[config.mk]
export PLATFORM = sky130hd
export DESIGN_NAME = opfwd_unit
export DESIGN_NICKNAME = d
export VERILOG_FILES = /design/src/rtl/opfwd_unit.sv
export SDC_FILE = /design/constraint.sdc
export NUM_CORES = 1
export LEC_CHECK = 0
export BUFFER_PORTS_ARGS = -buffer_cell sky130_fd_sc_hd__buf_2
export CAP_MARGIN = 25
export CORE_AREA = 2 2 84 86
export DETAILED_ROUTE_END_ITERATION = 16
export DIE_AREA = 0 0 86 88
export GPL_ROUTABILITY_DRIVEN = 0
export PLACE_DENSITY_LB_ADDON = 0.15
export REMOVE_ABC_BUFFERS = 1
export SYNTH_ARGS = -nofsm -noshare
export SYNTH_HDL_FRONTEND = slang
export SYNTH_SLANG_ARGS = --single-unit
[constraint.sdc]
create_clock -name vclk -period 3.65
set_input_delay 0.1825 -clock vclk [all_inputs]
set_output_delay 0.1825 -clock vclk [all_outputs]
set_load 0.01 [all_outputs]
[src/rtl/opfwd_unit.sv]
module opfwd_unit #(
  parameter int RW = 5,
  parameter int DW = 32
) (
  input  logic [RW-1:0] ex_rs,
  input  logic [RW-1:0] ex_rt,
  input  logic [DW-1:0] rf_a,
  input  logic [DW-1:0] rf_b,
  input  logic          em_wr,
  input  logic [RW-1:0] em_rd,
  input  logic [DW-1:0] em_res,
  input  logic          mw_wr,
  input  logic [RW-1:0] mw_rd,
  input  logic [DW-1:0] mw_res,
  output logic [1:0]    sel_a,
  output logic [1:0]    sel_b,
  output logic [DW-1:0] op_a,
  output logic [DW-1:0] op_b
);
  localparam int         NOPS   = 2;
  localparam logic [1:0] SEL_RF = 2'b00;
  localparam logic [1:0] SEL_MW = 2'b01;
  localparam logic [1:0] SEL_EM = 2'b10;

  logic [RW-1:0] src  [NOPS];
  logic [DW-1:0] rfv  [NOPS];
  logic [1:0]    sel  [NOPS];
  logic [DW-1:0] opv  [NOPS];

  assign src[0] = ex_rs;
  assign src[1] = ex_rt;
  assign rfv[0] = rf_a;
  assign rfv[1] = rf_b;

  wire em_live = em_wr && (em_rd != '0);
  wire mw_live = mw_wr && (mw_rd != '0);

  for (genvar i = 0; i < NOPS; i++) begin : g_op
    wire hit_em = em_live && (em_rd == src[i]);
    wire hit_mw = mw_live && (mw_rd == src[i]);

    assign sel[i] = hit_em ? SEL_EM : (hit_mw ? SEL_MW : SEL_RF);

    always_comb begin
      case (sel[i])
        SEL_EM:  opv[i] = em_res;
        SEL_MW:  opv[i] = mw_res;
        default: opv[i] = rfv[i];
      endcase
    end
  end

  assign sel_a = sel[0];
  assign sel_b = sel[1];
  assign op_a  = opv[0];
  assign op_b  = opv[1];
endmodule

==> metrics.csv, run 1 <==
stage,metric,value,unit
sta,maximum clock frequency,413,MHz
clocking,"Setup Fix Bufs, Post-CTS",0,
drt,Routed WL,11.9,mm
yosys,"Cell Area, Synth",2210,um^2
drt,Residual DRC,0,
placement,Placement Setup Slack,1.24,ns
finish,clk_buf instances,0,
critical_path,largest fanout on the critical path,15,
clocking,# resized after CTS,0,
worst_hold_path,hold_sp,rf_a[7],
run,max-cap violations,0,
worst_hold_path,Worst Hold End,op_a[7],
sta,Slew @ Worst Pin,0.791,ns
sta,RSZ-0062 raised after global routing,no,
run_status,status,finished clean,
yosys,top-area cell type share of the netlist area,0.217,
power,Seq pwr share,0,
finish,Seq cells,0,
power,sw frac,0.635,
power,NetSw,0.000297,W
drt,first-pass detailed-route iteration total,5,
finish,share of post-route cells with drive strength above 1,0.469,
floorplanning,die width,86,um
yosys,total of warnings raised by yosys,0,
finish,Final Cell Area,3310,um^2
drt,drt via density,6.56,
sta,Hold Worst Slack,0.719,ns
worst_hold_path,Min-Delay Path Depth,4,
finish,Ant. Diodes,0,
yosys,top post-synthesis cells by area,"o31ai_1 22%, nand4_1 19%, a31oi_1 18%",
sta,fin crit period,2.42,ns
drt,drt initial violations,325,
power,Final Power,0.000468,W
critical_path,worst path arrival time,2.24,ns
power,P_leak,1.30,nW
finish,Final Non-Filler Cells,613,
yosys,Post-Synthesis Cells,362,
yosys,Commonest cells post-synth,"66 x nand4_1, 66 x nor3_1, 64 x a31oi_1, 64 x o31ai_1, 42 x clkbuf_1",
yosys,"Distinct cells, synth",21,
critical_path,CP required,3.47,ns
power,P per Cell Area,142,nW/um^2
placement,placed inst area,3290,um^2
sta,final setup fails,0,
placement,DPL Wire Length,8.41,mm
floorplanning,FP Rows,30,
sta,Max Transition Viols Final,0,
yosys,syn_area_per_cell,6.11,um^2
worst_hold_path,Hold Crit Class,in -> out,
placement,port buffer count,218,
power,combinational share of power,1.000,
drt,remaining antenna violation count after routing,0,
sta,Fin. Hold Viols,0,
sta,fin crit share,0.664,
floorplanning,core area,6640,um^2
finish,FF/Latch Area,0,um^2
floorplanning,die area,7570,um^2
global_routing,largest net degree at the start of global routing,65,
critical_path,Startpoint Class,input port,
floorplanning,starting density of the core,0.333,
global_routing,vias in the first global route,3772,
global_routing,first-pass GRT wire length,18.2,mm
critical_path,critical path capture point type,output pin,
floorplanning,num ports,218,
global_routing,initial antenna violation count,1,
power,Max VDD drop,0.114,mV
power,Int Pwr,0.000171,W
placement,dpl cells,612,
drt,total number of vias,4020,
yosys,sequential fraction of the synthesis area,0,
clocking,# hold bufs at CTS,0,
critical_path,WS Path Type,in -> out,
finish,Area Growth Syn to Fin,49.5,%
drt,routed len/inst,19.4,um
yosys,post-synth top area cell,o31ai_1,
global_routing,GR Overflow Total,0,
floorplanning,Die Y,88,um
sta,final setup margin,1.23,ns
sta,Slew HR,0.472,
power,clock power share,0,
finish,Nets,685,
global_routing,GRT Util Overall,0.286,
[routing by layer]
layer,vias to the layer above,GRT usage,share of wire
met3,34,0.0386,0.11
met5,-,0,0
met4,0,0.0866,0.025
met1,1833,0.363,0.39
met2,309,0.501,0.48
li1,1844,-,-
[cells in the final DEF (no fill, tap or decap)]
cell / instances
o211ai_4: 2
or2_2: 2
buf_4: 16
nor3_1: 64
o21a_2: 1
buf_2: 218
nor3_2: 2
or3_1: 2
o31ai_1: 64
or2_1: 2
nor4_2: 2
nand4_1: 66
or4_1: 1
nor2_2: 2
a31oi_1: 64
inv_2: 2
or4_4: 1
xnor2_1: 10
xor2_1: 10
buf_12: 1
o21ai_4: 1
[critical path, cell delays in order]
cell	delay [ns]
buf_2	0.12
or4_4	0.57
o211ai_4	0.18
or2_1	0.54
buf_4	0.31
a31oi_1	0.15
buf_2	0.17
[cell families after synthesis]
| kind of cell | count (synthesis) | synth area share |
|---|---|---|
| and+or+nand+nor | 144 | 0.376 |
| AOI/OAI and AO/OA | 132 | 0.415 |
| buffers and inverters | 66 | 0.130 |
| xor gates and xnor gates | 20 | 0.0791 |
[through the flow]
stage	utilization	TNS, ns
global route	0.498	0
CTS	0.495	0
finish	0.498	0
detailed placement	0.495	0
global placement	0.495	0
floorplan	-	-2.95
[layout make-up]
class,count,area (um^2)
Tap cell,80,100
Fill cell,726,3330
Inverter,2,7.51
Multi-Input combinational cell,296,1970
Timing Repair Buffer,235,1230
[power by group through the flow]
stage / Clock (W) / Combinational (W) / Sequential, W
finish: 0 / 0.000468 / 0
global route: 0 / 0.000503 / 0
CTS: 0 / 0.000459 / 0
detailed placement: 0 / 0.000458 / 0
global placement: 0 / 0.000455 / 0
floorplan: 0 / 0.000213 / 0
[worst max-delay path by stage]
stage	end	cells after the start	slack, ns	start
after floorplan	op_a[0]	4	-0.05	mw_rd[1]
after global placement	op_b[2]	7	1.29	em_rd[1]
after detailed placement	op_a[28]	7	1.24	em_rd[1]
after CTS	op_a[5]	7	1.24	em_rd[1]
after global routing	op_a[22]	7	1.12	em_rd[1]
final	op_b[2]	7	1.23	em_rd[1]
Power figures use the tool's default switching activity.
==> inputs of run 2 (changes only) <==
==> constraint.sdc (replaced) <==
create_clock -name vclk -period 2.4
set_input_delay 0.12 -clock vclk [all_inputs]
set_output_delay 0.12 -clock vclk [all_outputs]
set_load 0.01 [all_outputs]
==> run 2 against run 1 <==
  * Wire length shrank 0.61%
  * Critical path depth did not move
  * Power up 55%
  * Non-clock buffer count is 8 higher
  * Sequential share of layout area stayed put
  * Design area is 1.5% higher
  * Core utilization grew 0.75 points
  * Largest cell class unchanged
==> metrics.csv, run 2 (same netlist as run 1, synthesis figures left out) <==
stage,metric,value,unit
critical_path,critical path capture point type,output pin,
sta,fin crit share,0.868,
worst_hold_path,hold_sp,rf_a[13],
critical_path,"slowest stage delay, CP",0.59,ns
sta,setup_tns,0,ns
floorplanning,die width,86,um
clocking,# hold bufs at CTS,0,
worst_hold_path,Hold Crit Class,in -> out,
sta,Max Transition Viols Final,0,
critical_path,CP bufs+invs,3,
finish,clk_buf instances,0,
sta,RSZ-0062 raised after global routing,no,
drt,drt initial violations,407,
global_routing,GRT Util Overall,0.281,
critical_path,WS Path Type,in -> out,
global_routing,GR Overflow Total,0,
power,P per Cell Area,216,nW/um^2
finish,share of post-route cells with drive strength above 1,0.477,
drt,total number of vias,4044,
drt,first-pass detailed-route iteration total,6,
drt,routed len/inst,19.0,um
drt,Residual DRC,0,
critical_path,CP required,2.28,ns
sta,maximum clock frequency,480,MHz
global_routing,vias in the first global route,3803,
sta,Fin. Hold Viols,0,
critical_path,critical path's top delay family,buffers and inverters,
sta,final setup fails,0,
critical_path,worst path arrival time,1.96,ns
sta,Hold Worst Slack,0.595,ns
critical_path,Critical Path Slowest Stage Cell,or4_1,
global_routing,first-pass GRT wire length,17.7,mm
critical_path,largest fanout on the critical path,36,
finish,Nets,693,
placement,DPL Wire Length,8.72,mm
sta,fin crit period,2.08,ns
drt,Routed WL,11.8,mm
run_status,status,finished clean,
finish,Area Growth Syn to Fin,51.8,%
finish,"most common cell after layout, fill and taps aside",buf_2,
global_routing,M2 GR Usage,0.483,
global_routing,initial antenna violation count,1,
critical_path,most frequent cell on the critical path,buf_2,
run,max-cap violations,0,
floorplanning,die area,7570,um^2
critical_path,Startpoint Class,input port,
sta,Slew @ Worst Pin,0.752,ns
clocking,# resized after CTS,0,
finish,"commonest cells after routing, fill and taps aside","218 x buf_2, 66 x nand4_1, 64 x o31ai_1, 64 x nor3_1, 64 x a31oi_1",
finish,FF/Latch Area,0,um^2
global_routing,met3 usage,0.0273,
critical_path,CP startpoint,mw_rd[1],
drt,drt via density,6.50,
global_routing,"Most Used Layer, Global Route",met2,
floorplanning,core area,6640,um^2
placement,port buffer count,218,
power,P_leak,1.34,nW
sta,Slew HR,0.499,
global_routing,largest net degree at the start of global routing,37,
finish,Seq cells,0,
floorplanning,num ports,218,
drt,remaining antenna violation count after routing,0,
power,Max VDD drop,0.139,mV
global_routing,M1 GR Usage,0.358,
floorplanning,FP Rows,30,
worst_hold_path,Min-Delay Path Depth,4,
floorplanning,Die Y,88,um
clocking,"Setup Fix Bufs, Post-CTS",0,
worst_hold_path,Worst Hold End,op_a[13],
critical_path,crit-path cells,buf_2 -> or4_1 -> o21ai_4 -> buf_4 -> o31ai_1 -> a31oi_1 -> buf_2,
floorplanning,starting density of the core,0.333,
[run 2: cell types whose count changed in the layout (fill, tap and decap cells not counted)]
cell and delta:
diode_2 +1, buf_4 +9, buf_12 -1
[run 2: final cells by class]
cell class | count | area [um^2]
Fill cell | 734 | 3280
Tap cell | 80 | 100
Multi-Input combinational cell | 296 | 1970
Timing Repair Buffer | 243 | 1280
Antenna cell | 1 | 2.50
Inverter | 2 | 7.51
[run 2: worst max path at each step]
stage	end	slack [ns]	depth (start not counted)
2_1_floorplan	op_a[0]	-1.17	4
3_3_place_gp	op_b[2]	0.37	7
3_5_place_dp	op_b[2]	0.35	7
4_1_cts	op_b[2]	0.34	7
5_1_grt	op_b[15]	0.26	7
6_report	op_b[2]	0.32	7
[run 2: power breakdown]
part              internal [W]  switching (W)
Clock          0.0000000000557              0
Combinational         0.000271       0.000454
Sequential                   0              0
Total                 0.000271       0.000454
[run 2: layer usage]
| metal | up-vias | share of wire |
|---|---|---|
| met2 | 319 | 0.47 |
| li1 | 1861 | - |
| met4 | 0 | 0.028 |
| met1 | 1827 | 0.40 |
| met3 | 37 | 0.098 |
| met5 | - | 0 |
[run 2: metrics by stage]
step	total power (W)	instances	area, um^2	util	setup WS (ns)
6_report	0.000725	622	3360	0.506	0.316
3_5_place_dp	0.000713	621	3360	0.505	0.348
2_1_floorplan	0.000324	298	1930	-	-1.17
3_3_place_gp	0.000714	621	3360	0.505	0.368
4_1_cts	0.000716	621	3360	0.505	0.339
5_1_grt	0.000776	621	3360	0.505	0.264
==> inputs of run 3 (changes only) <==
--- a/config.mk
+++ b/config.mk
@@ -5,11 +5,12 @@
 export SDC_FILE = /design/constraint.sdc
 export NUM_CORES = 1
 export LEC_CHECK = 0
+export ABC_AREA = 1
 export BUFFER_PORTS_ARGS = -buffer_cell sky130_fd_sc_hd__buf_2
 export CAP_MARGIN = 25
-export CORE_AREA = 2 2 84 86
+export CORE_AREA = 2 2 85 87
 export DETAILED_ROUTE_END_ITERATION = 16
-export DIE_AREA = 0 0 86 88
+export DIE_AREA = 0 0 87 89
 export GPL_ROUTABILITY_DRIVEN = 0
 export PLACE_DENSITY_LB_ADDON = 0.15
 export REMOVE_ABC_BUFFERS = 1
==> constraint.sdc (replaced) <==
create_clock -name vclk -period 2.1
set_input_delay 0.105 -clock vclk [all_inputs]
set_output_delay 0.105 -clock vclk [all_outputs]
set_load 0.01 [all_outputs]
==> run 3 against run 2 <==
  * Core utilization decreased by 6.1 points
  * Count of clock-buffer cells in the layout unchanged
  * Combinational power shrank 26%
  * Synthesized cell count increased by 5.5%
  * Die area up 2.3%
  * Final cell count up 5.8%
  * Worst hold slack lost 0.071 ns
  * Critical path depth is 3 higher
  * Flip-flop and latch count stayed put
  * Global-route usage fell by 6.0 points
  * Sequential share of layout area did not move
  * First-iteration DRC count fell by 68%
  * Critical path type unchanged
  * Largest cell class unchanged
  * Largest power group unchanged
==> metrics.csv, run 3 <==
stage,metric,value,unit
power,P_leak,1.74,nW
yosys,Post-Synthesis Cells,382,
drt,first-pass detailed-route iteration total,4,
finish,Seq cells,0,
sta,Slew HR,0.632,
drt,Residual DRC,0,
yosys,top post-synthesis cells by area,"nand3_1 53%, nand2_1 21%, buf_2 7.1%",
yosys,"Distinct cells, synth",17,
sta,maximum clock frequency,548,MHz
sta,Slew @ Worst Pin,0.550,ns
critical_path,critical path capture point type,output pin,
drt,metal1 wirelength,3.86,mm
power,combinational share of power,1.000,
global_routing,GRT Util Overall,0.221,
finish,"most common cell after layout, fill and taps aside",buf_2,
finish,Nets,730,
power,Seq pwr share,0,
critical_path,Startpoint Class,input port,
sta,final setup fails,0,
yosys,sequential fraction of the synthesis area,0,
sta,fin crit period,1.83,ns
drt,DR WL met2,4.84,mm
power,Int Pwr,0.000254,W
drt,total number of vias,3423,
clocking,# hold bufs at CTS,0,
floorplanning,core area,6720,um^2
power,clock power share,0,
run_status,status,finished clean,
yosys,top-count cell post-synth,nand3_1,
global_routing,GR Overflow Total,0,
yosys,"Cell Area, Synth",1840,um^2
finish,Ant. Diodes,0,
finish,clk_buf instances,0,
critical_path,crit-path cells,buf_2 -> inv_1 -> nand2_1 -> nand2_1 -> nor2_1 -> nand4_2 -> buf_12 -> nand3_1 -> nand3_1 -> buf_2,
finish,# fillers,750,
power,sw frac,0.529,
sta,setup_tns,0,ns
worst_hold_path,Min-Delay Path Depth,4,
yosys,total of warnings raised by yosys,0,
sta,RSZ-0062 raised after global routing,no,
yosys,Commonest cells post-synth,"196 x nand3_1, 102 x nand2_1, 26 x buf_2, 14 x nor2_1, 9 x inv_1",
critical_path,"slowest stage delay, CP",0.49,ns
global_routing,largest net degree at the start of global routing,65,
floorplanning,num ports,218,
power,NetSw,0.000285,W
drt,routed len/inst,14.3,um
run,max-cap violations,0,
finish,"commonest cells after routing, fill and taps aside","218 x buf_2, 194 x nand3_1, 102 x nand2_1",
floorplanning,die width,87,um
critical_path,worst path arrival time,1.72,ns
sta,Hold Worst Slack,0.525,ns
floorplanning,die area,7740,um^2
clocking,# resized after CTS,0,
worst_hold_path,hold_sp,em_res[11],
global_routing,initial antenna violation count,0,
sta,Max Transition Viols Final,0,
placement,DPL Wire Length,7.35,mm
global_routing,first-pass GRT wire length,14.2,mm
critical_path,critical path's top delay family,simple AND/OR/NAND/NOR gates,
critical_path,largest fanout on the critical path,17,
critical_path,CP required,2.00,ns
finish,Area Growth Syn to Fin,62.3,%
critical_path,CP bufs+invs,4,
floorplanning,Die Y,89,um
sta,Fin. Hold Viols,0,
worst_hold_path,Hold Crit Class,in -> out,
power,P per Cell Area,180,nW/um^2
yosys,top-area cell type share of the netlist area,0.533,
global_routing,vias in the first global route,3005,
yosys,post-synth top area cell,nand3_1,
drt,Routed WL,9.44,mm
finish,Util after Layout,0.445,
yosys,syn_area_per_cell,4.82,um^2
drt,drt via density,5.20,
placement,port buffer count,218,
sta,fin crit share,0.870,
drt,drt initial violations,129,
clocking,"Setup Fix Bufs, Post-CTS",0,
critical_path,Critical Path Slowest Stage Cell,nand4_2,
finish,share of post-route cells with drive strength above 1,0.426,
worst_hold_path,Worst Hold End,op_a[11],
power,Max VDD drop,0.0836,mV
drt,remaining antenna violation count after routing,0,
finish,FF/Latch Area,0,um^2
drt,Top Metal Used,met4,
drt,metal3 WL,642,um
critical_path,WS Path Type,in -> out,
floorplanning,FP Rows,30,
floorplanning,starting density of the core,0.274,
run 3: per-layer routing:
metal  vias up  GRT usage
met5         -          0
met4         0     0.0284
met3         8     0.0157
met2       158      0.407
met1      1562      0.289
li1       1695          -
run 3: layout make-up:
type	count	area (um^2)	area share
Inverter	17	63.8	0.0214
Multi-Input combinational cell	331	1590	0.533
Tap cell	80	100	0.0335
Timing Repair Buffer	230	1230	0.412
run 3: cell families after synthesis:
logic type / count (synthesis) / share of synthesized area
XOR/XNOR: 11 / 0.0523
buffers and inverters: 51 / 0.140
AND/OR/NAND/NOR: 320 / 0.808
run 3: power by group through the flow:
stage	Sequential (W)	Clock (W)	Combinational (W)
final	0	0	0.000539
after detailed placement	0	0	0.000538
after CTS	0	0	0.000542
after floorplan	0	0	0.000231
after global routing	0	0	0.000595
after global placement	0	0	0.000537
run 3: how the worst max path moves through the flow:
stage	start	to	slack, ns	cells after the start
4_1_cts	mw_rd[2]	op_b[5]	0.26	10
3_3_place_gp	ex_rt[3]	op_b[5]	0.30	10
3_5_place_dp	mw_rd[2]	op_b[5]	0.28	10
5_1_grt	ex_rt[3]	op_b[6]	0.09	10
2_1_floorplan	ex_rt[1]	op_b[0]	-0.59	9
6_report	mw_rd[2]	op_b[5]	0.27	10
run 3: worst min-delay path, delay by kind of cell:
kind / cells / cell delay, ns
buf+inv: 2 / 0.21
simple gates: 2 / 0.11
run 3: per-stage QoR:
step / cell area [um^2] / total power, W / setup WS [ns] / std cells
6_report: 2990 / 0.000539 / 0.274 / 658
5_1_grt: 2990 / 0.000595 / 0.0931 / 658
4_1_cts: 2990 / 0.000542 / 0.264 / 658
3_5_place_dp: 2990 / 0.000538 / 0.282 / 658
3_3_place_gp: 2990 / 0.000537 / 0.298 / 658
2_1_floorplan: 1650 / 0.000231 / -0.587 / 348
